`config.mk`:
```
export PLATFORM = sky130hd
export DESIGN_NAME = burst_col_gen
export DESIGN_NICKNAME = d
export VERILOG_FILES = /design/src/rtl/burst_col_pkg.sv /design/src/rtl/burst_cfg_decode.sv /design/src/rtl/burst_seq_counter.sv /design/src/rtl/burst_addr_map.sv /design/src/rtl/burst_col_gen.sv
export SDC_FILE = /design/constraint.sdc
export NUM_CORES = 1
export LEC_CHECK = 0
export ABC_AREA = 1
export BUFFER_PORTS_ARGS = -buffer_cell sky130_fd_sc_hd__buf_2
export CAP_MARGIN = 25
export CORE_MARGIN = 1
export CORE_UTILIZATION = 56
export CTS_CLUSTER_DIAMETER = 200
export DETAILED_ROUTE_END_ITERATION = 8
export HOLD_SLACK_MARGIN = 0.06
export PLACE_DENSITY = 0.89
export SLEW_MARGIN = 20
export SYNTH_ARGS = -nofsm -noshare
export SYNTH_HDL_FRONTEND = slang
export SYNTH_SLANG_ARGS = --single-unit
```
`constraint.sdc`:
```
create_clock -name clk -period 2.2 [get_ports clk]
set_input_delay 0.33 -clock clk [delete_from_list [all_inputs] [get_ports clk]]
set_output_delay 0.33 -clock clk [all_outputs]
set_load 0.01 [all_outputs]
```
`src/rtl/burst_col_pkg.sv`:
```
package burst_col_pkg;

    typedef enum logic [2:0] {
        BLC_ONE  = 3'b000,
        BLC_TWO  = 3'b001,
        BLC_FOUR = 3'b010,
        BLC_EIGHT = 3'b011,
        BLC_PAGE = 3'b111
    } bl_code_e;

    typedef enum logic {
        ORD_SEQ = 1'b0,
        ORD_ILV = 1'b1
    } order_e;

    typedef struct packed {
        order_e     order;
        logic       full_page;
        logic [1:0] len_log2;
    } burst_cfg_t;

    function automatic burst_cfg_t decode_cfg(input logic [2:0] code, input logic ilv);
        burst_cfg_t c;
        c.full_page = 1'b0;
        c.order     = ilv ? ORD_ILV : ORD_SEQ;
        case (code)
            BLC_TWO:   c.len_log2 = 2'd1;
            BLC_FOUR:  c.len_log2 = 2'd2;
            BLC_EIGHT: c.len_log2 = 2'd3;
            BLC_PAGE: begin
                c.len_log2  = 2'd0;
                c.full_page = 1'b1;
                c.order     = ORD_SEQ;
            end
            default:   c.len_log2 = 2'd0;
        endcase
        return c;
    endfunction

endpackage

```
`src/rtl/burst_cfg_decode.sv`:
```
module burst_cfg_decode
    import burst_col_pkg::*;
#(
    parameter int COL_W = 10
) (
    input  logic [2:0]       bl_code,
    input  logic             ilv_sel,
    output burst_cfg_t       cfg,
    output logic [COL_W-1:0] wrap_mask
);
    always_comb cfg = decode_cfg(bl_code, ilv_sel);

    for (genvar i = 0; i < COL_W; i++) begin : g_mask
        assign wrap_mask[i] = cfg.full_page || (i < int'(cfg.len_log2));
    end
endmodule

```
`src/rtl/burst_seq_counter.sv`:
```
module burst_seq_counter
    import burst_col_pkg::*;
#(
    parameter int COL_W = 10
) (
    input  logic             clk,
    input  logic             rst,
    input  logic             start,
    input  logic             stop,
    input  logic [COL_W-1:0] start_col,
    input  burst_cfg_t       cfg_in,
    input  logic [COL_W-1:0] mask_in,
    output logic             active,
    output logic             last,
    output logic [COL_W-1:0] base_q,
    output logic [COL_W-1:0] beat_q,
    output logic [COL_W-1:0] mask_q,
    output burst_cfg_t       cfg_q
);
    logic natural_end;

    assign natural_end = !cfg_q.full_page && (beat_q == mask_q);
    assign last        = active && (stop || natural_end);

    always_ff @(posedge clk) begin
        if (rst) begin
            active <= 1'b0;
            beat_q <= '0;
            base_q <= '0;
            mask_q <= '0;
            cfg_q  <= '0;
        end else if (start) begin
            active <= 1'b1;
            beat_q <= '0;
            base_q <= start_col;
            mask_q <= mask_in;
            cfg_q  <= cfg_in;
        end else if (active) begin
            if (last) begin
                active <= 1'b0;
            end else begin
                beat_q <= beat_q + 1'b1;
            end
        end
    end
endmodule

```
`src/rtl/burst_addr_map.sv`:
```
module burst_addr_map
    import burst_col_pkg::*;
#(
    parameter int COL_W = 10
) (
    input  logic [COL_W-1:0] base,
    input  logic [COL_W-1:0] beat,
    input  logic [COL_W-1:0] mask,
    input  burst_cfg_t       cfg,
    output logic [COL_W-1:0] addr
);
    logic [COL_W-1:0] seq_low;
    logic [COL_W-1:0] ilv_low;

    assign seq_low = (base + beat) & mask;
    assign ilv_low = (base ^ beat) & mask;

    always_comb begin
        if (cfg.order == ORD_ILV) addr = (base & ~mask) | ilv_low;
        else                      addr = (base & ~mask) | seq_low;
    end
endmodule

```
`src/rtl/burst_col_gen.sv`:
```
module burst_col_gen
    import burst_col_pkg::*;
#(
    parameter int COL_W = 10
) (
    input  logic             clk,
    input  logic             rst,
    input  logic             start,
    input  logic [COL_W-1:0] start_col,
    input  logic [2:0]       bl_code,
    input  logic             ilv_sel,
    input  logic             stop,
    output logic             col_valid,
    output logic [COL_W-1:0] col_addr,
    output logic             col_last
);
    burst_cfg_t       cfg_new, cfg_cur;
    logic [COL_W-1:0] mask_new, mask_cur, base_cur, beat_cur;

    burst_cfg_decode #(.COL_W(COL_W)) u_dec (
        .bl_code  (bl_code),
        .ilv_sel  (ilv_sel),
        .cfg      (cfg_new),
        .wrap_mask(mask_new)
    );

    burst_seq_counter #(.COL_W(COL_W)) u_cnt (
        .clk      (clk),
        .rst      (rst),
        .start    (start),
        .stop     (stop),
        .start_col(start_col),
        .cfg_in   (cfg_new),
        .mask_in  (mask_new),
        .active   (col_valid),
        .last     (col_last),
        .base_q   (base_cur),
        .beat_q   (beat_cur),
        .mask_q   (mask_cur),
        .cfg_q    (cfg_cur)
    );

    burst_addr_map #(.COL_W(COL_W)) u_map (
        .base(base_cur),
        .beat(beat_cur),
        .mask(mask_cur),
        .cfg (cfg_cur),
        .addr(col_addr)
    );
endmodule

```
==> impl_results.md <==
* Post-synthesis net count at 288
* FF+latch count, synth at 26
* Gate Count Post-Synth at 259
* Unrepaired setup endpoints after global routing: yes
* Run status: complete, but fails checks
* Failing checks: setup timing
* Hold_buf cts at 0
* Post-DR wirelength/cell at approximately 16 um
* Final Hold Fails at 0
* Setup crit end kind: output port
* Ant. Diodes at 0
* Worst vdd ir at 0.4307 mV
* Netlist Area Pre-Place at about 1800 um2
* Setup-failing EPs final at 6
* Post-DP HPWL at 2975 um
* Fin area at 2288 um2
* Sw frac at 0.2722
* Clock tree from TritonCTS: built
* Setup TNS at -0.4464 ns
* Critical Path Max Stage Delay at between 0.3 and 0.4 ns
* Iter 0 DRT Violations at around 100
* Crit path cell chain: buf_6 > fa_2 > nand3_4 > nand2_4 > nand3_2 > o21ai_2 > nand2_1 > nand2_1 > nand3_1 > nand2_1 > buf_2
* Most common cell in the netlist: nand2_1
* Remaining DRCs at 0
* Die height at 58.17 um
* Total routed wirelength at 5337 um
* Post-synthesis sequential area ratio at 0.2946
* Largest delay share family, worst path: simple AND/OR/NAND/NOR gates
* Core Area at 3028 um2
* Syn_area_per_cell at 6.821 um2
* Post-synth top cells: nand2_1 (66), inv_1 (38), dfxtp_1 (26), nand3_1 (18), nor2_1 (18)
* Antenna violations before repair at 0
* First-pass GRT wire length at 8045 um
* Initial Util at 0.5835
* CP max FO at 3
* PD cells at around 440 nW/um2
* YS warnings at 0
* Leakage at 0.0009902 uW
* Clk pwr share at 0.335
* Clk root buf: clkbuf_4
* Post-route ant nets at 0
* Count of input and output buffers at 29
* Dominant cell type by area after synthesis: dfxtp_1
* Area grow syn2layout at 29.53%
* Max-slew violation count at 0
* Placed Cells at about 330
* Combinational share of power at 0.166
* Vias at 1946
* Critical path buffer and inverter count at 2
* Final worst setup slack at -0.1499 ns
* Max_cap viols at 0
* DIE WIDTH at around 58 um
* TritonCTS Buffers at 3
* Crit path arrival time at ~2.0 ns
* WP data required at 1.87 ns
* Final Wtd Congestion at ~0.84
* Final nets at ~330
* Crit path max-delay cell type: dfxtp_4
* Row count at 20
* Ys async rst share at 0
* Vias in the first global route at 1793
* Slew headroom at 0.7841
* Fin cells at 342
* Clk slew on worst S/H paths at 0.15 ns
* Top cell type's share of synthesized area at 0.2946
* Minimum clock period at roughly 2.3 ns
* Crit path kind: reg -> out
* Final Cycle Share at 1.068
* Clock latency on the worst-skew pair at 0.34 ns
* Least-Margin Pin Slew at approximately 0.32 ns
* Total GRT Usage at 0.3121
* Post-synth EDFFs at 0
* Top Ports at 30
* Clock Sinks at 26
* Area of the die at 3383 um2
* Post-DP Area at 1959 um2
* Most used cell, CP: nand2_1
* Max clock buf depth at 2
* Pre-antenna DRT Iters at 7
* Largest net degree at the start of global routing at 17
* Synth cell types at 30
* GR Overflow Total at 0
* Leading register cell type out of synthesis: dfxtp_1
* Seq pwr share at 0.500
* P_sw at ~280 uW
* Drt via density at 5.690
* Startpoint types: flip-flop
* Power Internal at around 740 uW
* Hold/Removal Path Class: in -> reg
* Final Util at 0.7558
* Clock skew at 0.01189 ns
* Max Clk Rate at 0.4255 GHz
* H-Tree Depth at 1
* Synth top area cells: dfxtp_1 (29%), nand2_1 (14%), inv_1 (8.1%)
* Layout cells sized above 1 at 0.3490
* DP Worst Slack at around 0.21 ns
-- area by class of cell --
| cell class | count | area (um2) |
|---|---|---|
| clock buffers | 3 | 22.52 |
| clock inverters | 1 | 30.03 |
| fillers | 194 | 739.5 |
| inverters | 42 | 161.4 |
| multi-input cells | 184 | 1217 |
| flip-flops and latches | 26 | 551.8 |
| well taps | 44 | 55.05 |
| repair buffers | 42 | 250.2 |
-- worst register-to-register path, delay by kind of cell (launching register included) --
kind                   cells  cell delay, ns
AO/OA/AOI/OAI              1            0.16
XOR/XNOR                   1            0.16
buffers and inverters      2            0.38
flip-flops                 1            0.41
AND/OR/NAND/NOR            4            0.40
-- logic make-up (layout without fill, tap and decap cells) --
family / after synthesis / after routing / synth area share
DFF: 26 / 26 / 0.2946
xor gates and xnor gates: 11 / 11 / 0.05453
adders and majority gates: 11 / 11 / 0.08215
AOI/OAI and AO/OA: 47 / 47 / 0.1671
buffers and inverters: 49 / 88 / 0.1190
and+or+nand+nor: 115 / 115 / 0.2826
-- placed cells by master, fill, tap and decap left out, types with 5 or more instances in the layout --
| cell | count |
|---|---|
| a21oi_1 | 13 |
| nand2_2 | 10 |
| ha_4 | 9 |
| o22ai_1 | 9 |
| nand3_1 | 14 |
| dfxtp_4 | 5 |
| buf_4 | 11 |
| a21oi_2 | 9 |
| dfxtp_1 | 11 |
| buf_2 | 29 |
| nand2_1 | 61 |
| inv_1 | 37 |
| xor2_1 | 11 |
| nor2_1 | 18 |
| dfxtp_2 | 10 |
-- power by group through the flow --
stage	combinational (uW)	sequential, uW	clock [uW]
final	168	507	340
after global routing	184	509	355
after detailed placement	140	513	0
after floorplan	94.5	510	0
after CTS	147	507	336
after global placement	137	512	0
-- routing by layer --
metal / GRT usage / vias up / routed length, um
met5: 0 / - / 0
met4: 0.1599 / 0 / 343
met3: 0.06696 / 34 / 510
met2: 0.5353 / 120 / 2556
met1: 0.3650 / 872 / 1926
li1: - / 920 / -
-- path summary, 6_finish.rpt --
| check | startpoint | to | slack (ns) | cells after the start |
|---|---|---|---|---|
| max | u_cnt.beat_q[1] | col_addr[8] | -0.15 | 11 |
| max reg2reg | u_cnt.beat_q[2] | u_cnt.beat_q[0] | 0.60 | 8 |
| min reg2reg | u_cnt.base_q[9] | u_cnt.base_q[9] | 0.51 | 2 |
| min | start_col[4] | u_cnt.base_q[4] | 0.21 | 3 |
-- timing repair --
item / 4_1_cts / 5_1_grt
endpoints found under the setup margin: 4 / 7
gates resized for setup: 21 / 31
pin swaps: 1 / 4
setup buffers: 2 / 5
-- through the flow --
stage                     hold slack (ns)  total power [uW]
after floorplan                    0.4563             604.1
after global placement             0.4800             649.1
after detailed placement           0.4855             652.8
after CTS                          0.2260             989.1
after global routing               0.2032              1048
final                              0.2065              1015
-- flip-flops by register name, summed over array words and instances (netlist names) --
| name | count |
|---|---|
| u_cnt.base_q | 10 |
| u_cnt.beat_q | 10 |
| u_cnt.mask_q | 3 |
| u_cnt.cfg_q | 2 |
| u_cnt.active | 1 |
(Power assumes the default switching activity.)
